`src/rtl/pws_pkg.sv`:
```
package pws_pkg;

   typedef enum logic {
      PWS_MODE_LEAD  = 1'b0,
      PWS_MODE_TRAIL = 1'b1
   } pws_mode_e;

endpackage

```
`src/rtl/pws_lane_decode.sv`:
```
module pws_lane_decode #(
   parameter int LANES = 4,
   parameter int OFF_W = $clog2(LANES)
) (
   input  logic             mode,
   input  logic [OFF_W-1:0] off,
   output logic [LANES-1:0] be,
   output logic             probe
);
   import pws_pkg::*;

   pws_mode_e mode_e;
   assign mode_e = pws_mode_e'(mode);

   // lane k holds byte number LANES-1-k (big-endian)
   for (genvar k = 0; k < LANES; k++) begin : g_lane
      localparam logic [OFF_W-1:0] BYTE_NUM = OFF_W'(LANES - 1 - k);
      always_comb begin
         if (mode_e == PWS_MODE_TRAIL) be[k] = (BYTE_NUM < off);
         else                          be[k] = (BYTE_NUM >= off);
      end
   end

   assign probe = (mode_e == PWS_MODE_TRAIL) && (off == '0);

endmodule

```
`src/rtl/pws_data_steer.sv`:
```
module pws_data_steer #(
   parameter int LANES  = 4,
   parameter int LANE_W = 8,
   parameter int DATA_W = LANES * LANE_W
) (
   input  logic [DATA_W-1:0] din,
   input  logic [LANES-1:0]  be,
   output logic [DATA_W-1:0] dout
);
   for (genvar k = 0; k < LANES; k++) begin : g_lane
      assign dout[k*LANE_W +: LANE_W] = be[k] ? din[k*LANE_W +: LANE_W] : '0;
   end
endmodule

```
`src/rtl/pws_out_stage.sv`:
```
module pws_out_stage #(
   parameter int ADDR_W     = 32,
   parameter int DATA_W     = 32,
   parameter int LANES      = 4,
   parameter bit CLEAR_IDLE = 1'b0
) (
   input  logic              clk,
   input  logic              rst_n,
   input  logic              load,
   input  logic              probe_in,
   input  logic [ADDR_W-1:0] addr_in,
   input  logic [DATA_W-1:0] data_in,
   input  logic [LANES-1:0]  be_in,
   output logic              wr_valid,
   output logic              probe_valid,
   output logic [ADDR_W-1:0] wr_addr,
   output logic [DATA_W-1:0] wr_data,
   output logic [LANES-1:0]  wr_be
);
   always_ff @(posedge clk or negedge rst_n) begin
      if (!rst_n) begin
         wr_valid    <= 1'b0;
         probe_valid <= 1'b0;
      end else begin
         wr_valid    <= load && !probe_in;
         probe_valid <= load && probe_in;
      end
   end

   if (CLEAR_IDLE) begin : g_clear
      always_ff @(posedge clk or negedge rst_n) begin
         if (!rst_n) begin
            wr_addr <= '0;
            wr_data <= '0;
            wr_be   <= '0;
         end else if (load) begin
            wr_addr <= addr_in;
            wr_data <= data_in;
            wr_be   <= be_in;
         end else begin
            wr_addr <= '0;
            wr_data <= '0;
            wr_be   <= '0;
         end
      end
   end else begin : g_hold
      always_ff @(posedge clk or negedge rst_n) begin
         if (!rst_n) begin
            wr_addr <= '0;
            wr_data <= '0;
            wr_be   <= '0;
         end else if (load) begin
            wr_addr <= addr_in;
            wr_data <= data_in;
            wr_be   <= be_in;
         end
      end
   end
endmodule

```
`src/rtl/pws_lane_gen.sv`:
```
module pws_lane_gen #(
   parameter int ADDR_W     = 32,
   parameter int LANE_W     = 8,
   parameter int LANES      = 4,
   parameter bit CLEAR_IDLE = 1'b0,
   localparam int DATA_W    = LANE_W * LANES,
   localparam int OFF_W     = $clog2(LANES)
) (
   input  logic              clk,
   input  logic              rst_n,
   input  logic              req_valid,
   input  logic              req_mode,
   input  logic [ADDR_W-1:0] req_addr,
   input  logic [DATA_W-1:0] req_data,
   output logic              wr_valid,
   output logic              probe_valid,
   output logic [ADDR_W-1:0] wr_addr,
   output logic [DATA_W-1:0] wr_data,
   output logic [LANES-1:0]  wr_be
);
   if (LANES < 2 || (1 << OFF_W) != LANES) begin : g_bad_lanes
      $error("pws_lane_gen: LANES must be a power of two, at least 2");
   end
   if (ADDR_W <= OFF_W) begin : g_bad_addr
      $error("pws_lane_gen: ADDR_W must exceed the offset width");
   end
   if (LANE_W < 1) begin : g_bad_lane_w
      $error("pws_lane_gen: LANE_W must be positive");
   end

   logic [OFF_W-1:0]  off;
   logic [ADDR_W-1:0] addr_al;
   logic [LANES-1:0]  be_c;
   logic [DATA_W-1:0] data_c;
   logic              probe_c;

   assign off     = req_addr[OFF_W-1:0];
   assign addr_al = {req_addr[ADDR_W-1:OFF_W], OFF_W'(0)};

   pws_lane_decode #(.LANES(LANES), .OFF_W(OFF_W)) u_decode (
      .mode  (req_mode),
      .off   (off),
      .be    (be_c),
      .probe (probe_c)
   );

   pws_data_steer #(.LANES(LANES), .LANE_W(LANE_W), .DATA_W(DATA_W)) u_steer (
      .din  (req_data),
      .be   (be_c),
      .dout (data_c)
   );

   pws_out_stage #(
      .ADDR_W(ADDR_W), .DATA_W(DATA_W), .LANES(LANES), .CLEAR_IDLE(CLEAR_IDLE)
   ) u_out (
      .clk         (clk),
      .rst_n       (rst_n),
      .load        (req_valid),
      .probe_in    (probe_c),
      .addr_in     (addr_al),
      .data_in     (data_c),
      .be_in       (be_c),
      .wr_valid    (wr_valid),
      .probe_valid (probe_valid),
      .wr_addr     (wr_addr),
      .wr_data     (wr_data),
      .wr_be       (wr_be)
   );
endmodule

```
`config.mk`:
```
export PLATFORM = sky130hd
export DESIGN_NAME = pws_lane_gen
export DESIGN_NICKNAME = d
export VERILOG_FILES = /design/src/rtl/pws_pkg.sv /design/src/rtl/pws_lane_decode.sv /design/src/rtl/pws_data_steer.sv /design/src/rtl/pws_out_stage.sv /design/src/rtl/pws_lane_gen.sv
export SDC_FILE = /design/constraint.sdc
export NUM_CORES = 1
export LEC_CHECK = 0
export BUFFER_PORTS_ARGS = -buffer_cell sky130_fd_sc_hd__clkbuf_2
export CAP_MARGIN = 20
export CORE_UTILIZATION = 41
export CTS_CLUSTER_DIAMETER = 200
export DETAILED_ROUTE_END_ITERATION = 12
export GPL_TIMING_DRIVEN = 0
export PLACE_DENSITY_LB_ADDON = 0.2
export SYNTH_ARGS = -nofsm -noshare
export SYNTH_HDL_FRONTEND = slang
export SYNTH_SLANG_ARGS = --single-unit
```
`constraint.sdc`:
```
create_clock -name clk -period 0.8 [get_ports clk]
set_input_delay 0.08 -clock clk [delete_from_list [all_inputs] [get_ports clk]]
set_output_delay 0.08 -clock clk [all_outputs]
set_load 0.05 [all_outputs]
```
## Word-level counts from Yosys, hierarchy flattened

Index checks and enable logic that the tools add are counted.

| cells by class | value |
|---|---|
| magnitude comparators | 8 |
| mux-type cells | 8 |
| reductions and logical operators | 5 |

Operators with widths:

| operator | count |
|---|---|
| $mux 8 | 4 |
| $ge 1x2->1 const A | 2 |
| $ge 2x2->1 const A | 2 |
| $lt 1x2->1 const A | 2 |
| $lt 2x2->1 const A | 2 |
| $mux 1 | 4 |
| $logic_and 1x1->1 | 3 |
| $logic_not 2->1 | 1 |
| $logic_not 1->1 | 1 |

| storage, ports and cells | value |
|---|---|
| flip-flop bits (word level) | 68 |
| output and inout bits | 70 |

## Depth between registers and ports, before layout

Gate-level depths: netlist (run 1).

| depth | value |
|---|---|
| depth in word-level cells | 4 |
| depth in mapped cells | 5 |
| depth with buffers taken out | 4 |

## Modules after synthesis

Synthesis (run 1) repeated with hierarchy kept, for this count alone.

| unflattened totals | value |
|---|---|
| cell total of the unflattened synthesis | 187 |
| area, all modules | 3176.8 sq um |

Modules (own cells, without submodules):

| module | times used | cells each | area an instance (sq um) | seq. area each (sq um) |
|---|---|---|---|---|
| pws_out_stage | 1 | 148 | 2931.6 | 1751.7 |
| pws_data_steer | 1 | 32 | 200.2 | 0.0 |
| pws_lane_decode | 1 | 6 | 41.3 | 0.0 |
| pws_lane_gen | 1 | 1 | 3.8 | 0.0 |

## Least setup slack after synthesis (run 1)

OpenSTA, ideal clock, no wires.

| path | value |
|---|---|
| kind | flip-flop to flip-flop |
| start | reg, netlist name u_out.wr_addr[10] |
| end | reg u_out.wr_addr[10] |
| data arrival time | 0.863 ns |
| data required time | 0.675 ns |
| setup slack | -0.188 ns |
| stages on the path, launching flop included | 2 |
| path through | dfrtp_1 > mux2_2 |

RTL lines:

| element | RTL line | text |
|---|---|---|
| to (signal assigned) | pws_out_stage.sv:53 | `wr_addr <= addr_in;` |
| to (decl) | pws_out_stage.sv:16 | `output logic [ADDR_W-1:0] wr_addr,` |

## Final worst setup path (run 1)

| path | value |
|---|---|
| start | reg u_out.wr_addr[31] |
| end | out wr_addr[31] |

RTL lines:

| element | RTL line | text |
|---|---|---|
| to (decl) | pws_lane_gen.sv:17 | `output logic [ADDR_W-1:0] wr_addr,` |

No word-level cell between the ends.

==> results of run 1 <==
## through the flow
step                setup slack [ns]  instances
floorplan                    -0.1094        217
global placement              -1.000        428
detailed placement           -0.3668        429
CTS                          -0.2222        506
global route                 -0.2455        516
finish                       -0.2223        516
## cell type report
type / count / area (µm²)
Sequential cell: 68 / 1784
Multi-Input combinational cell: 110 / 952.2
Timing Repair Buffer: 205 / 2100
Clock inverter: 2 / 10.01
Inverter: 24 / 90.09
Fill cell: 335 / 1085
Tap cell: 77 / 96.34
Clock buffer: 14 / 162.7
Buffer: 16 / 106.4
## worst min path at each step
stage,start,endpoint,slack (ns),depth (start not counted)
after floorplan,rst_n,u_out.probe_valid$_DFF_PN0_,-0.22,0
after global placement,req_data[16],u_out.wr_data[16]$_DFFE_PN0P_,0.29,3
after detailed placement,rst_n,u_out.wr_data[6]$_DFFE_PN0P_,0.06,1
after CTS,rst_n,u_out.wr_addr[12]$_DFFE_PN0P_,-0.31,1
after global routing,rst_n,u_out.wr_addr[12]$_DFFE_PN0P_,-0.29,1
final,rst_n,u_out.wr_data[6]$_DFFE_PN0P_,-0.31,1
## routing by layer
metal,GRT usage [%],part of all wire (%)
met1,30.18,39
met2,42.92,52
met5,0,0
met3,8.052,7.4
met4,7.396,1.4
## what timing repair did
action / 4_1_cts / 5_1_grt
pin swaps: 0 / 0
setup buffers: 1 / 9
gates cloned: 0 / 1
resized for setup: 138 / 93
hold endpoints to repair: 86 / 25
setup endpoints to repair: 69 / 99
## power by group through the flow
stage,Clock [mW],Combinational [mW],Sequential (mW)
after global routing,2.73,3.71,4.20
after global placement,0,2.38,4.04
after detailed placement,0,2.42,4.06
final,2.54,3.56,4.16
after floorplan,0,0.514,5.24
after CTS,2.59,3.20,4.05
## cell families after synthesis
logic type,count (synthesis),synth area share (%)
XOR/XNOR,1,0.5984
buffers and inverters,40,6.857
flip-flops,68,62.59
AO/OA/AOI/OAI,36,9.389
AND/OR/NAND/NOR,38,7.134
multiplexers,31,12.84
other,1,0.1379
adder cells (fa/ha/maj),1,0.4601
## registers in the layout, indices dropped and copies added, names as in the netlist
signal / flops
u_out.probe_valid: 1
u_out.wr_data: 32
u_out.wr_addr: 30
u_out.wr_valid: 1
u_out.wr_be: 4
## placed cells by master (no fill, tap or decap), types with 2 or more instances in the layout
cell / instances
buf_2: 9
buf_4: 8
buf_6: 9
buf_8: 67
clkbuf_1: 4
clkbuf_2: 63
clkbuf_8: 12
clkinv_2: 2
conb_1: 2
dfrtp_1: 2
dfrtp_2: 66
dlygate4sd3_1: 60
inv_1: 24
mux2_2: 19
mux2_4: 12
nand2_1: 16
nand2b_1: 2
nand3_1: 8
nand3b_1: 7
o21ai_0: 15
o2bb2ai_1: 6
o2bb2ai_2: 2
o32ai_1: 5
o32ai_2: 3
## worst register-to-register path, cell delays in order (launching register included)
cell,delay [ns]
dfrtp_2,0.43
buf_6,0.12
mux2_2,0.27
==> results.py, run 1 <==
metrics = {
    "pwr": {
        "p_comb_share_pct": 34.7,
        "internal-power_mw": 6.775,
        "power.density_nw_per_um2": 1936,
        "p_seq_share_pct": 40.6,
        "p_sw_mw": 3.490,
        "peakVddDrop_uv": 1350,
        "switching_share_pct": 34.00,
        "power_mw": 10.26,
        "clkPwrFrac_pct": 24.7,
        "leakage_nw": 2.445,
    },
    "critical_path": {
        "path_cells": "clkbuf_16",
        "crit_start": "u_out.wr_addr[31]$_DFFE_PN0P_",
        "critPathTopFamily": "flip-flops",
        "slowest_delay_ns": 0.43,
        "critPathBufInv": 1,
        "cp-endpoint": "wr_addr[31]",
        "crit_slowest_cell": "dfrtp_2",
        "cp-start-kind": "flip-flop",
        "r2r_end": "u_out.wr_addr[25]$_DFFE_PN0P_",
        "end_kind": "output pin",
        "arrival_ns": 0.94,
        "r2r_start": "u_out.wr_addr[25]$_DFFE_PN0P_",
        "cp_max_fo": 2,
        "cp.required_ns": 0.72,
        "worst-setup-path-type": "reg -> out",
        "path_depth": 1,
        "rrSetupSlack_ns": -0.14,
        "r2r_cells": 2,
    },
    "synthesis": {
        "synth_area_leaders": "dfrtp_1, mux2_2, inv_1",
        "synth-seq-cells": 68,
        "synth-edff-count": 0,
        "yosysTopAreaCellShare_pct": 62.59,
        "seq_area_frac_synth_pct": 62.59,
        "synth_cells": 216,
        "ys_warn_count": 0,
        "async_flop_share_pct": 100.0,
        "ys.flop_type": "dfrtp_1",
        "synth_cell_type_count": 25,
        "yosysTopAreaCell": "dfrtp_1",
        "netlist_top_cells_count": "dfrtp_1, mux2_2, inv_1, nand2_1, o21ai_0",
        "avgSynthCellArea_um2": 12.59,
        "synth.most_common_cell": "dfrtp_1",
        "syn_area_um2": 2719,
    },
    "timing": {
        "holdWs_ns": -0.3070,
        "max_freq_mhz": 978.2,
        "setup-tns-final_ns": -13.55,
        "slew_violations": 0,
        "period_needed_ns": 1.022,
        "setup_ws_ns": -0.2223,
        "hold_violations": 25,
        "setup_viol": 88,
        "grt_setup_unrepaired": "true",
        "final.setup_skew_ns": 0,
        "min_period_over_period_pct": 127.8,
    },
    "floorplan": {
        "rows": 29,
        "die_area_um2": 6961,
        "fp.coreArea_um2": 6386,
        "die_h_um": 83.44,
        "die_w_um": 83.44,
        "start_util_pct": 42.57,
        "ios": 138,
    },
    "cts": {
        "clk_pin_slew_ns": 0.08,
        "htree_num_levels": 3,
        "hold_buffers": 60,
        "cts_root_buffer": "clkbuf_8",
        "numCtsBuffers": 9,
        "clk_path_buf_depth": 2,
        "cts_sinks": 68,
        "cts_tree": "done",
        "clk_latency_ns": 0.32,
    },
    "global_route": {
        "gr-usage-all-layers_pct": 25.03,
        "grt_overflow": 0,
        "grt_first_pass_wirelength_mm": 13.57,
        "grt_max_degree": 44,
        "antenna_found_initial": 0,
        "grt_pass1_vias": 2750,
    },
    "placement": {
        "place_congestion": 0.7472,
        "io_buffers": 134,
        "hpwl_mm": 4.575,
        "place_area_um2": 3638,
    },
    "cells_and_area": {
        "final_core_util_pct": 83.01,
        "fin_nets": 503,
        "syn2layout_area_growth_pct": 94.98,
        "drive_gt1_share_pct": 63.55,
        "stdcell_area_um2": 5301,
        "num_antenna_cells": 0,
    },
    "route": {
        "wl_mm": 9.019,
        "wl_per_cell_um": 17.48,
        "drt_iter0_drc": 87,
        "drt_pass1_iterations": 4,
        "vias": 2549,
        "drtAntennaViolNets": 0,
        "vias_per_cell": 4.940,
        "drc_errors": 0,
    },
    "min_path": {
        "hp-class": "in -> async",
    },
    "run": {
        "drv_cap": 0,
    },
    "status": {
        "status": "finished, violations left",
        "violations": "hold timing, setup timing",
    },
}
Note: power is estimated with default switching activity, not from simulation.
==> inputs of run 2 (changes only) <==
- CORE_ASPECT_RATIO: unset -> 0.7
==> run 2 against run 1 <==
Via count increased by 3.8%. Non-clock buffer count rose by 9. Largest power group unchanged. The run still ends with hold timing, setup timing left. Die area about the same. Clock power rose by 27%. Largest cell class unchanged. Critical endpoint is now wr_data[11]. Total power up 8.1%. Final area increased by 2.7%. Worst hold slack better by 0.028 ns. Register-to-register slack about the same. Clock skew did not move. Routed wire length rose by 13%.
==> results.py, run 2 (same netlist as run 1, synthesis figures left out) <==
metrics = {
    "global_route": {
        "antenna_found_initial": 0,
        "grt_overflow": 0,
        "gr-usage-all-layers_pct": 26.65,
        "grt_first_pass_wirelength_mm": 14.17,
        "grt_pass1_vias": 2864,
        "grt_max_degree": 36,
    },
    "run": {
        "drv_cap": 0,
    },
    "floorplan": {
        "rows": 24,
        "die_w_um": 99.33,
        "die_h_um": 70.13,
        "fp.coreArea_um2": 6306,
        "ios": 138,
        "start_util_pct": 43.12,
        "die_area_um2": 6966,
    },
    "route": {
        "vias_per_cell": 5.040,
        "drt_pass1_iterations": 4,
        "wl_mm": 10.19,
        "vias": 2646,
        "drt_iter0_drc": 67,
        "drc_errors": 0,
        "wl_per_cell_um": 19.42,
        "drtAntennaViolNets": 0,
    },
    "cells_and_area": {
        "drive_gt1_share_pct": 65.77,
        "fill_cells": 284,
        "max_flop_register": "u_out.wr_data",
        "multi_input_area_um2": 953.4,
        "largestRegisters": "u_out.wr_data: 32 flops, u_out.wr_addr: 30 flops, u_out.wr_be: 4 flops",
        "stdcell_area_um2": 5446,
        "final_core_util_pct": 86.37,
        "final_cell_mix": "buf_8, dfrtp_2, clkbuf_2, dlygate4sd3_1, mux2_2",
        "largest_register_ffs": 32,
        "num_antenna_cells": 0,
        "regArea_um2": 1784,
        "fin_nets": 511,
        "syn2layout_area_growth_pct": 100.3,
    },
    "critical_path": {
        "r2r_end": "u_out.wr_addr[5]$_DFFE_PN0P_",
        "cp.required_ns": 0.72,
        "path_cells": "clkbuf_16",
        "critPathTopFamily": "flip-flops",
        "crit_slowest_cell": "dfrtp_2",
        "end_kind": "output pin",
        "arrival_ns": 0.96,
        "critPathBufInv": 1,
        "cp_max_fo": 2,
        "worst-setup-path-type": "reg -> out",
        "r2r_start": "u_out.wr_addr[5]$_DFFE_PN0P_",
        "r2r_cells": 2,
        "slowest_delay_ns": 0.43,
        "rrSetupSlack_ns": -0.14,
        "cp-start-kind": "flip-flop",
    },
    "pwr": {
        "power_mw": 11.10,
        "power.density_nw_per_um2": 2038,
        "peakVddDrop_uv": 1338,
        "leakage_nw": 2.495,
    },
    "timing": {
        "slew_headroom_pct": 66.00,
        "setup_viol": 95,
        "hold_violations": 34,
        "setup-tns-final_ns": -15.11,
        "period_needed_ns": 1.037,
        "min_period_over_period_pct": 129.7,
        "max_freq_mhz": 964.0,
        "final.setup_skew_ns": 0,
        "holdWs_ns": -0.2795,
        "setup_ws_ns": -0.2373,
        "slew_violations": 0,
        "worstMarginPinSlew_ns": 0.5100,
        "grt_setup_unrepaired": "true",
    },
    "cts": {
        "clk_pin_slew_ns": 0.08,
        "clk_latency_ns": 0.34,
        "cts_sinks": 68,
        "hold_buffers": 62,
        "clk_path_buf_depth": 2,
        "htree_num_levels": 3,
        "cts_root_buffer": "clkbuf_8",
        "cts_tree": "done",
        "numCtsBuffers": 9,
    },
    "placement": {
        "place_area_um2": 3632,
        "place_congestion": 0.6780,
        "place_ws_ns": -0.3702,
        "hpwl_mm": 4.666,
        "io_buffers": 134,
    },
    "status": {
        "violations": "hold timing, setup timing",
        "status": "finished, violations left",
    },
    "min_path": {
        "hp-class": "in -> async",
    },
}
==> run 2: metrics by stage <==
step | hold slack (ns) | instances
after global routing | -0.2612 | 525
final | -0.2795 | 525
after floorplan | -0.2156 | 217
after global placement | 0.2941 | 429
after CTS | -0.2780 | 510
after detailed placement | 0.1035 | 430
==> run 2: area by class of cell <==
| class | count | area share [%] |
|---|---|---|
| Buffer | 16 | 1.953 |
| Clock buffer | 10 | 2.527 |
| Inverter | 24 | 1.700 |
| Timing Repair Buffer | 214 | 40.16 |
| Tap cell | 78 | 1.792 |
| Clock inverter | 6 | 1.608 |
| Multi-Input combinational cell | 109 | 17.51 |
| Sequential cell | 68 | 32.76 |
==> run 2: per-layer routing <==
layer	global-route usage (%)	part of all wire [%]	vias to the layer above
met3	9.710	8.0	18
met4	8.660	2.0	0
met1	30.34	38	1317
met2	46.60	52	132
li1	-	-	1179
met5	0	0	-
==> run 2: power by group <==
group	total [mW]	internal (mW)	switching, mW	leakage (nW)
combinational	3.69	1.71	1.98	1.63
clock	3.23	1.83	1.40	0.105
sequential	4.18	3.83	0.346	0.762
total	11.1	7.37	3.73	2.49
==> run 2: how the worst max path moves through the flow <==
stage	from	to	depth (start not counted)
2_1_floorplan	u_out.wr_addr[23]$_DFFE_PN0P_	u_out.wr_addr[23]$_DFFE_PN0P_	1
3_3_place_gp	rst_n	u_out.wr_addr[29]$_DFFE_PN0P_	1
3_5_place_dp	req_addr[1]	u_out.wr_be[3]$_DFFE_PN0P_	5
4_1_cts	u_out.wr_data[0]$_DFFE_PN0P_	wr_data[0]	1
5_1_grt	u_out.wr_data[16]$_DFFE_PN0P_	wr_data[16]	1
6_report	u_out.wr_data[11]$_DFFE_PN0P_	wr_data[11]	1
==> run 2: repair_timing <==
item                                   in CTS  in global routing
resized for setup                         139                 93
endpoints found under the hold margin      96                 34
setup endpoints to repair                  69                 98
setup buffers                               2                 15
